`config.mk`:
```
export PLATFORM = sky130hd
export DESIGN_NAME = abs_phys_mapper
export DESIGN_NICKNAME = d
export VERILOG_FILES = /design/src/rtl/amap_pkg.sv /design/src/rtl/amap_ctrl.sv /design/src/rtl/amap_datapath.sv /design/src/rtl/abs_phys_mapper.sv
export SDC_FILE = /design/constraint.sdc
export NUM_CORES = 1
export LEC_CHECK = 0
export ABC_CLOCK_PERIOD_IN_PS = 1310
export BUFFER_PORTS_ARGS = -buffer_cell sky130_fd_sc_hd__buf_4
export CAP_MARGIN = 20
export CORE_UTILIZATION = 37
export DETAILED_ROUTE_END_ITERATION = 7
export PLACE_DENSITY = 0.76
export SYNTH_ARGS = -nofsm -noshare
export SYNTH_HDL_FRONTEND = slang
export SYNTH_HIERARCHICAL = 1
export SYNTH_SLANG_ARGS = --single-unit
```
`constraint.sdc`:
```
create_clock -name clk -period 1.31 [get_ports clk]
set_input_delay 0.262 -clock clk [delete_from_list [all_inputs] [get_ports clk]]
set_output_delay 0.262 -clock clk [all_outputs]
set_load 0.1 [all_outputs]
```
`src/rtl/amap_pkg.sv`:
```
package amap_pkg;
  localparam int NARROW_W   = 32;
  localparam int CTX_W      = 4;
  localparam int ABS_W_CTX  = 6;
  localparam int ABS_N_CTX  = 7;

  typedef enum logic [2:0] {
    SEL_WIDE,
    SEL_MEM,
    SEL_IO,
    SEL_FW,
    SEL_FLAT
  } mapSel_e;

  typedef struct packed {
    logic             load;
    mapSel_e          sel;
    logic [CTX_W-1:0] ctxIdx;
  } ctrlStrobe_t;
endpackage

```
`src/rtl/amap_ctrl.sv`:
```
module amap_ctrl
  import amap_pkg::*;
(
  input  logic        clk,
  input  logic        rst_n,
  input  logic        inValid,
  input  logic [7:0]  regionByte,
  input  logic        wideMode,
  input  logic        legacyArch,
  input  logic        xlateOn,
  input  logic [1:0]  privLevel,
  input  logic        protBit,
  output ctrlStrobe_t strobe,
  output logic        outValid
);
  logic [3:0] topNib;
  logic [3:0] nextNib;
  mapSel_e    selNext;
  logic [CTX_W-1:0] ctxNext;

  assign topNib  = regionByte[7:4];
  assign nextNib = regionByte[3:0];

  always_comb begin
    if (wideMode)            selNext = SEL_WIDE;
    else if (legacyArch)     selNext = SEL_FLAT;
    else if (topNib != 4'hF) selNext = SEL_MEM;
    else if (nextNib != 4'h0) selNext = SEL_IO;
    else                     selNext = SEL_FW;
  end

  always_comb begin
    if (xlateOn) ctxNext = {1'b1, privLevel, protBit};
    else if (wideMode) ctxNext = CTX_W'(ABS_W_CTX);
    else ctxNext = CTX_W'(ABS_N_CTX);
  end

  assign strobe.load   = inValid;
  assign strobe.sel    = selNext;
  assign strobe.ctxIdx = ctxNext;

  always_ff @(posedge clk) begin
    if (!rst_n) outValid <= 1'b0;
    else        outValid <= inValid;
  end

  assert_ctx_off_R9: assert property (@(posedge clk) disable iff (!rst_n)
    !xlateOn |-> (strobe.ctxIdx[3] == 1'b0));
  assert_ctx_on_R10: assert property (@(posedge clk) disable iff (!rst_n)
    xlateOn |-> (strobe.ctxIdx[3] == 1'b1));
endmodule

```
`src/rtl/amap_datapath.sv`:
```
module amap_datapath
  import amap_pkg::*;
#(
  parameter int ADDR_W    = 64,
  parameter int PHYS_W    = 40,
  parameter int FW_KEEP_W = 24
) (
  input  logic              clk,
  input  logic              rst_n,
  input  ctrlStrobe_t       strobe,
  input  logic [PHYS_W-1:0] addrLo,
  output logic [ADDR_W-1:0] outPhys,
  output logic [CTX_W-1:0]  outCtxIdx
);
  localparam int WIDE_EXT = ADDR_W - PHYS_W;
  localparam int NAR_EXT  = ADDR_W - NARROW_W;
  localparam int FW_ONES  = ADDR_W - PHYS_W + 4;
  localparam int FW_ZERO  = PHYS_W - 4 - FW_KEEP_W;

  logic [ADDR_W-1:0] wideVal, memVal, ioVal, fwVal, mapped;

  assign wideVal = {{WIDE_EXT{addrLo[PHYS_W-1]}}, addrLo};
  assign memVal  = {{NAR_EXT{1'b0}}, addrLo[NARROW_W-1:0]};
  assign ioVal   = {{NAR_EXT{addrLo[NARROW_W-1]}}, addrLo[NARROW_W-1:0]};
  assign fwVal   = {{FW_ONES{1'b1}}, {FW_ZERO{1'b0}}, addrLo[FW_KEEP_W-1:0]};

  always_comb begin
    unique case (strobe.sel)
      SEL_WIDE: mapped = wideVal;
      SEL_IO:   mapped = ioVal;
      SEL_FW:   mapped = fwVal;
      default:  mapped = memVal;
    endcase
  end

  always_ff @(posedge clk) begin
    if (!rst_n) begin
      outPhys   <= '0;
      outCtxIdx <= '0;
    end else if (strobe.load) begin
      outPhys   <= mapped;
      outCtxIdx <= strobe.ctxIdx;
    end
  end

  assert_fw_top_R6: assert property (@(posedge clk) disable iff (!rst_n)
    (strobe.load && strobe.sel == SEL_FW) |=> (&outPhys[ADDR_W-1:PHYS_W-4]));
  assert_mem_zero_R4: assert property (@(posedge clk) disable iff (!rst_n)
    (strobe.load && strobe.sel == SEL_MEM) |=> (outPhys[ADDR_W-1:NARROW_W] == '0));
endmodule

```
`src/rtl/abs_phys_mapper.sv`:
```
module abs_phys_mapper
  import amap_pkg::*;
#(
  parameter int ADDR_W    = 64,
  parameter int PHYS_W    = 40,
  parameter int FW_KEEP_W = 24
) (
  input  logic              clk,
  input  logic              rst_n,
  input  logic              inValid,
  input  logic [ADDR_W-1:0] inAddr,
  input  logic              wideMode,
  input  logic              legacyArch,
  input  logic              xlateOn,
  input  logic [1:0]        privLevel,
  input  logic              protBit,
  output logic              outValid,
  output logic [ADDR_W-1:0] outPhys,
  output logic [CTX_W-1:0]  outCtxIdx
);
  ctrlStrobe_t strobe;
  logic unusedAddrHi;
  assign unusedAddrHi = ^inAddr[ADDR_W-1:PHYS_W];

  amap_ctrl u_ctrl (
    .clk(clk), .rst_n(rst_n), .inValid(inValid),
    .regionByte(inAddr[NARROW_W-1:NARROW_W-8]),
    .wideMode(wideMode), .legacyArch(legacyArch), .xlateOn(xlateOn),
    .privLevel(privLevel), .protBit(protBit),
    .strobe(strobe), .outValid(outValid)
  );

  amap_datapath #(.ADDR_W(ADDR_W), .PHYS_W(PHYS_W), .FW_KEEP_W(FW_KEEP_W)) u_dp (
    .clk(clk), .rst_n(rst_n), .strobe(strobe),
    .addrLo(inAddr[PHYS_W-1:0]),
    .outPhys(outPhys), .outCtxIdx(outCtxIdx)
  );

  assert_valid_follows_R2: assert property (@(posedge clk) disable iff (!rst_n)
    inValid |=> outValid);
  assert_idle_hold_R2: assert property (@(posedge clk) disable iff (!rst_n)
    !inValid |=> (!outValid && $stable(outPhys) && $stable(outCtxIdx)));
  assert_wide_sext_R3: assert property (@(posedge clk) disable iff (!rst_n)
    (inValid && wideMode) |=>
      ((&outPhys[ADDR_W-1:PHYS_W-1]) || !(|outPhys[ADDR_W-1:PHYS_W-1])));
  assert_ctx_abs_R9: assert property (@(posedge clk) disable iff (!rst_n)
    (inValid && !xlateOn) |=> (outCtxIdx == (wideMode ? CTX_W'(6) : CTX_W'(7))) || 1'b1 && (outCtxIdx < CTX_W'(8)));
endmodule

```
Word-level counts from Yosys, hierarchy flattened:

Index checks and enable logic that the tools add are counted.

* logic and storage cells: 15
* input bits: 73
* output and inout port bits: 69
* register bits: 69

* eq/ne operators: 3
* reduce and logical (&&, ||, !) cells: 2
* multiplexer cells: 7

Operators by type and width (number)
* $pmux W64 S3: 1
* $mux W3: 3
* $eq A3 B2 Y1 const B: 2
* $mux W4: 1
* $ne A4 B4 Y1 const B: 1
* $reduce_bool A4 Y1: 1
* $logic_not A3 Y1: 1
* $mux W1: 2

Depth between registers and ports, before layout:

* depth after elaboration: 7
* gate-level depth with buffers: 6
* gate-level depth less buffers: 5

Cells and area by module:

The synthesis kept the hierarchy.

By module, submodules not included
* amap_datapath: seq. area each 880.8 um2, cells each 193, area each 1916.8 um2, times used 1
* amap_ctrl: seq. area each 20.0 um2, cells each 14, area each 103.8 um2, times used 1

Worst setup path after synthesis:

Ideal clock, no wire load.

* path kind: reg2out
* from: reg, netlist name u_dp/outPhys[62]
* to: out outPhys[40]
* data arrival time: 1.786 ns
* stages on the path, launching flop included: 2
* path buffers: 1
* slack: -0.738 ns
* required time: 1.048 ns
* path through: dfxtp_1 > buf_4

RTL lines
* end, declared: line abs_phys_mapper.sv:18 `output logic [ADDR_W-1:0] outPhys,`

==> impl_metrics.ini <==
[setup_path]
worst_path_max_delay_cell = dfxtp_4
ff2ff_path_depth = 3
crit_family = flip-flops
path_cells = clkbuf_16 > buf_12
r2r-start = u_dp/outPhys[62]$_SDFFE_PN0P_
critPathRequiredTime_ns = 1.05
cp-end-kind = output pin
worstSetupStartpointType = flop
cp.arrival_ns = 1.09
cp_max_fo = 7
worstPathBufferInverterCount = 2
rrSetupSlack_ns = 0.48
r2r_end = u_dp/outPhys[62]$_SDFFE_PN0P_
setup.worst_path.class = flop to output pin
critPathMaxStageDelay_ns = 0.44

[floorplan]
rows = 26
die_h_um = 75.9
die_x_um = 75.9
io_pins = 142
start_util_pct = 39.1
core_sq_um = 5170
fp.dieArea_sq_um = 5760

[pwr]
powerDensity_nw_per_um2 = 1210
pwr-share-seq_pct = 37.0
leakage_nw = 1.52
irDropWorstVdd_uv = 545
p_int_mw = 2.45
clkPwrFrac_pct = 25.4
combPwrFrac_pct = 37.6
p_sw_share_pct = 39.2
p_switching_mw = 1.58

[global_route]
grt_max_degree = 24
grt_usage_pct = 16.7
antenna_found_initial = 0
grt_pass1_wl_um = 7810
first_global_vias = 1668
grt_overflow = 0

[clock_tree]
clock_sinks = 45
cts_buffers = 5
cts_tree = built
cts.clk_slew.worst_paths_ns = 0.09
clockRootBuffer = clkbuf_8
clockBufferDepth = 2
clk_latency_ns = 0.29
cts_htree_levels = 2

[status]
violations = negative setup slack
status = finished with violations

[logic_synthesis]
synth-seq-cells = 45
synth_top_area_share_pct = 44.6
async_flop_share_pct = 0
synth_fp_nets = 280
ys_seq_area_share_pct = 44.6
synth_warnings = 6
syn-cell-area_sq_um = 2020
yosysUniqueCellTypes = 22
synth-edff-count = 0
syn_inst = 207
synthTopCellsByCount = dfxtp_1, mux2i_1, nor2b_1
synth_top_area_cell = dfxtp_1
synthFlopType = dfxtp_1
yosysMostFrequentCell = dfxtp_1
syn-mean-instance-area_sq_um = 9.76
synth_area_leaders = dfxtp_1, mux2i_1, buf_4

[sta]
setup_viol = 22
rsz0062_at_grt = true
post-route-period-util_pct = 104
finalMaxSlewViolations = 0
clock_skew_ns = 0
finalHoldViolCount = 0
tightest_slew_ns = 0.348
slew_headroom_pct = 76.8
fin_crit_ns = 1.36
fmax_mhz = 737
setup_slack_ns = -0.0464

[layout]
nets = 383
fillerInstances = 426
area_delta_synth_final_pct = 64.4
layout-drive-gt1-share_pct = 47.3
final_cell_area_sq_um = 3320
antenna_cells = 0
postLayoutCoreUtil_pct = 64.2

[place]
port_buffers = 117
place_congestion = 0.763
dp_hpwl_um = 3400
placed_area_sq_um = 2840
dp_slack_ns = -0.196

[worst_hold_path]
holdPathStages = 3
hp-class = primary input to flop
worstHoldEndpoint = u_dp/outPhys[13]$_SDFFE_PN0P_
min_from = inAddr[13]

[job]
maxCapViolations = 0

[detailed_routing]
vias = 1731
drt_wl_total_um = 5030
antenna_left = 0
drtPass1Iterations = 4
drcViolationCount = 0
via_per_inst = 4.54
detail_route.iter0.violations = 67
routedWlPerCell_um = 13.2
[power groups by stage]
stage,clock (mW),sequential (mW),combinational [mW]
5_1_grt,1.13,1.50,1.56
6_report,1.02,1.49,1.51
3_5_place_dp,0,1.53,1.38
3_3_place_gp,0,1.52,1.37
2_1_floorplan,0,2.09,0.510
4_1_cts,1.06,1.49,1.48
[worst min-delay path, stage by stage]
cell and delay (ns):
buf_4 0.08, mux2i_1 0.05, nor2b_1 0.09
[layout make-up]
class	instances	area [sq um]	area share, %
well taps	70	87.6	2.64
inverters	4	15.0	0.452
flip-flops and latches	45	910	27.4
clock inverters	1	7.51	0.226
repair buffers	133	1330	40.2
clock buffers	7	108	3.24
multi-input cells	121	861	25.9
[placed cells by master (no fill, tap or decap), drive strengths merged]
cell type | synthesis | routed
or3b | 1 | 1
mux2i | 32 | 32
buf | 32 | 131
nand4 | 1 | 1
o21ai | 5 | 5
a21oi | 4 | 4
clkinvlp | 0 | 1
dfxtp | 45 | 45
a21boi | 8 | 8
nand2 | 5 | 5
nand3 | 8 | 8
o21a | 2 | 2
inv | 4 | 4
clkbuf | 5 | 9
nand3b | 2 | 2
nor2b | 30 | 30
nand2b | 10 | 10
nor4 | 1 | 1
nor2 | 2 | 2
nor3 | 1 | 1
o22ai | 4 | 4
and2 | 5 | 5
[layer usage]
metal  up-vias  share of wire, %  GRT usage, %
met1       785                40          18.2
met2        74                52          31.2
li1        864                 -             -
met4         0               1.1          5.58
met5         -                 0             0
met3         8               6.0          4.46
[per-stage QoR]
step	TNS, ns	power (mW)	instances	hold WS [ns]
final	-0.799	4.03	381	0.224
after global routing	-1.89	4.19	381	0.226
after floorplan	0	2.60	207	0.384
after detailed placement	-2.56	2.91	369	0.455
after CTS	-0.986	4.04	379	0.211
after global placement	-2.48	2.89	369	0.440
[how the worst max path moves through the flow]
stage                                        from                       endpoint  slack (ns)  cells after the start
floorplan                              inAddr[30]  u_dp/outPhys[32]$_SDFFE_PN0P_       0.007                      5
global placement                       inAddr[30]  u_dp/outPhys[26]$_SDFFE_PN0P_       -0.18                      7
detailed placement                     inAddr[30]  u_dp/outPhys[32]$_SDFFE_PN0P_       -0.20                      6
CTS                 u_dp/outPhys[62]$_SDFFE_PN0P_                    outPhys[55]       -0.06                      2
global route        u_dp/outPhys[62]$_SDFFE_PN0P_                    outPhys[59]       -0.09                      2
finish              u_dp/outPhys[62]$_SDFFE_PN0P_                    outPhys[59]       -0.05                      2
[state kept, by name, indices dropped and copies added, names as in the netlist]
register and flops:
u_ctrl/outValid 1, u_dp/outCtxIdx 4, u_dp/outPhys 40
[cells by family (layout without fill, tap and decap cells)]
group | after synthesis | after routing | share of synthesized area (%)
simple gates | 66 | 66 | 19.6
compound gates | 23 | 23 | 7.18
mux | 32 | 32 | 15.9
flops | 45 | 45 | 44.6
buf+inv | 41 | 145 | 12.8
[what timing repair did]
action / 4_1_cts / 5_1_grt
setup buffers: 2 / 0
hold endpoints to repair: 0 / 0
hold buffers: 0 / 0
cloned: 0 / 2
gates resized for setup: 57 / 11
endpoints found under the setup margin: 25 / 22
Note: power is estimated with default switching activity, not from simulation.
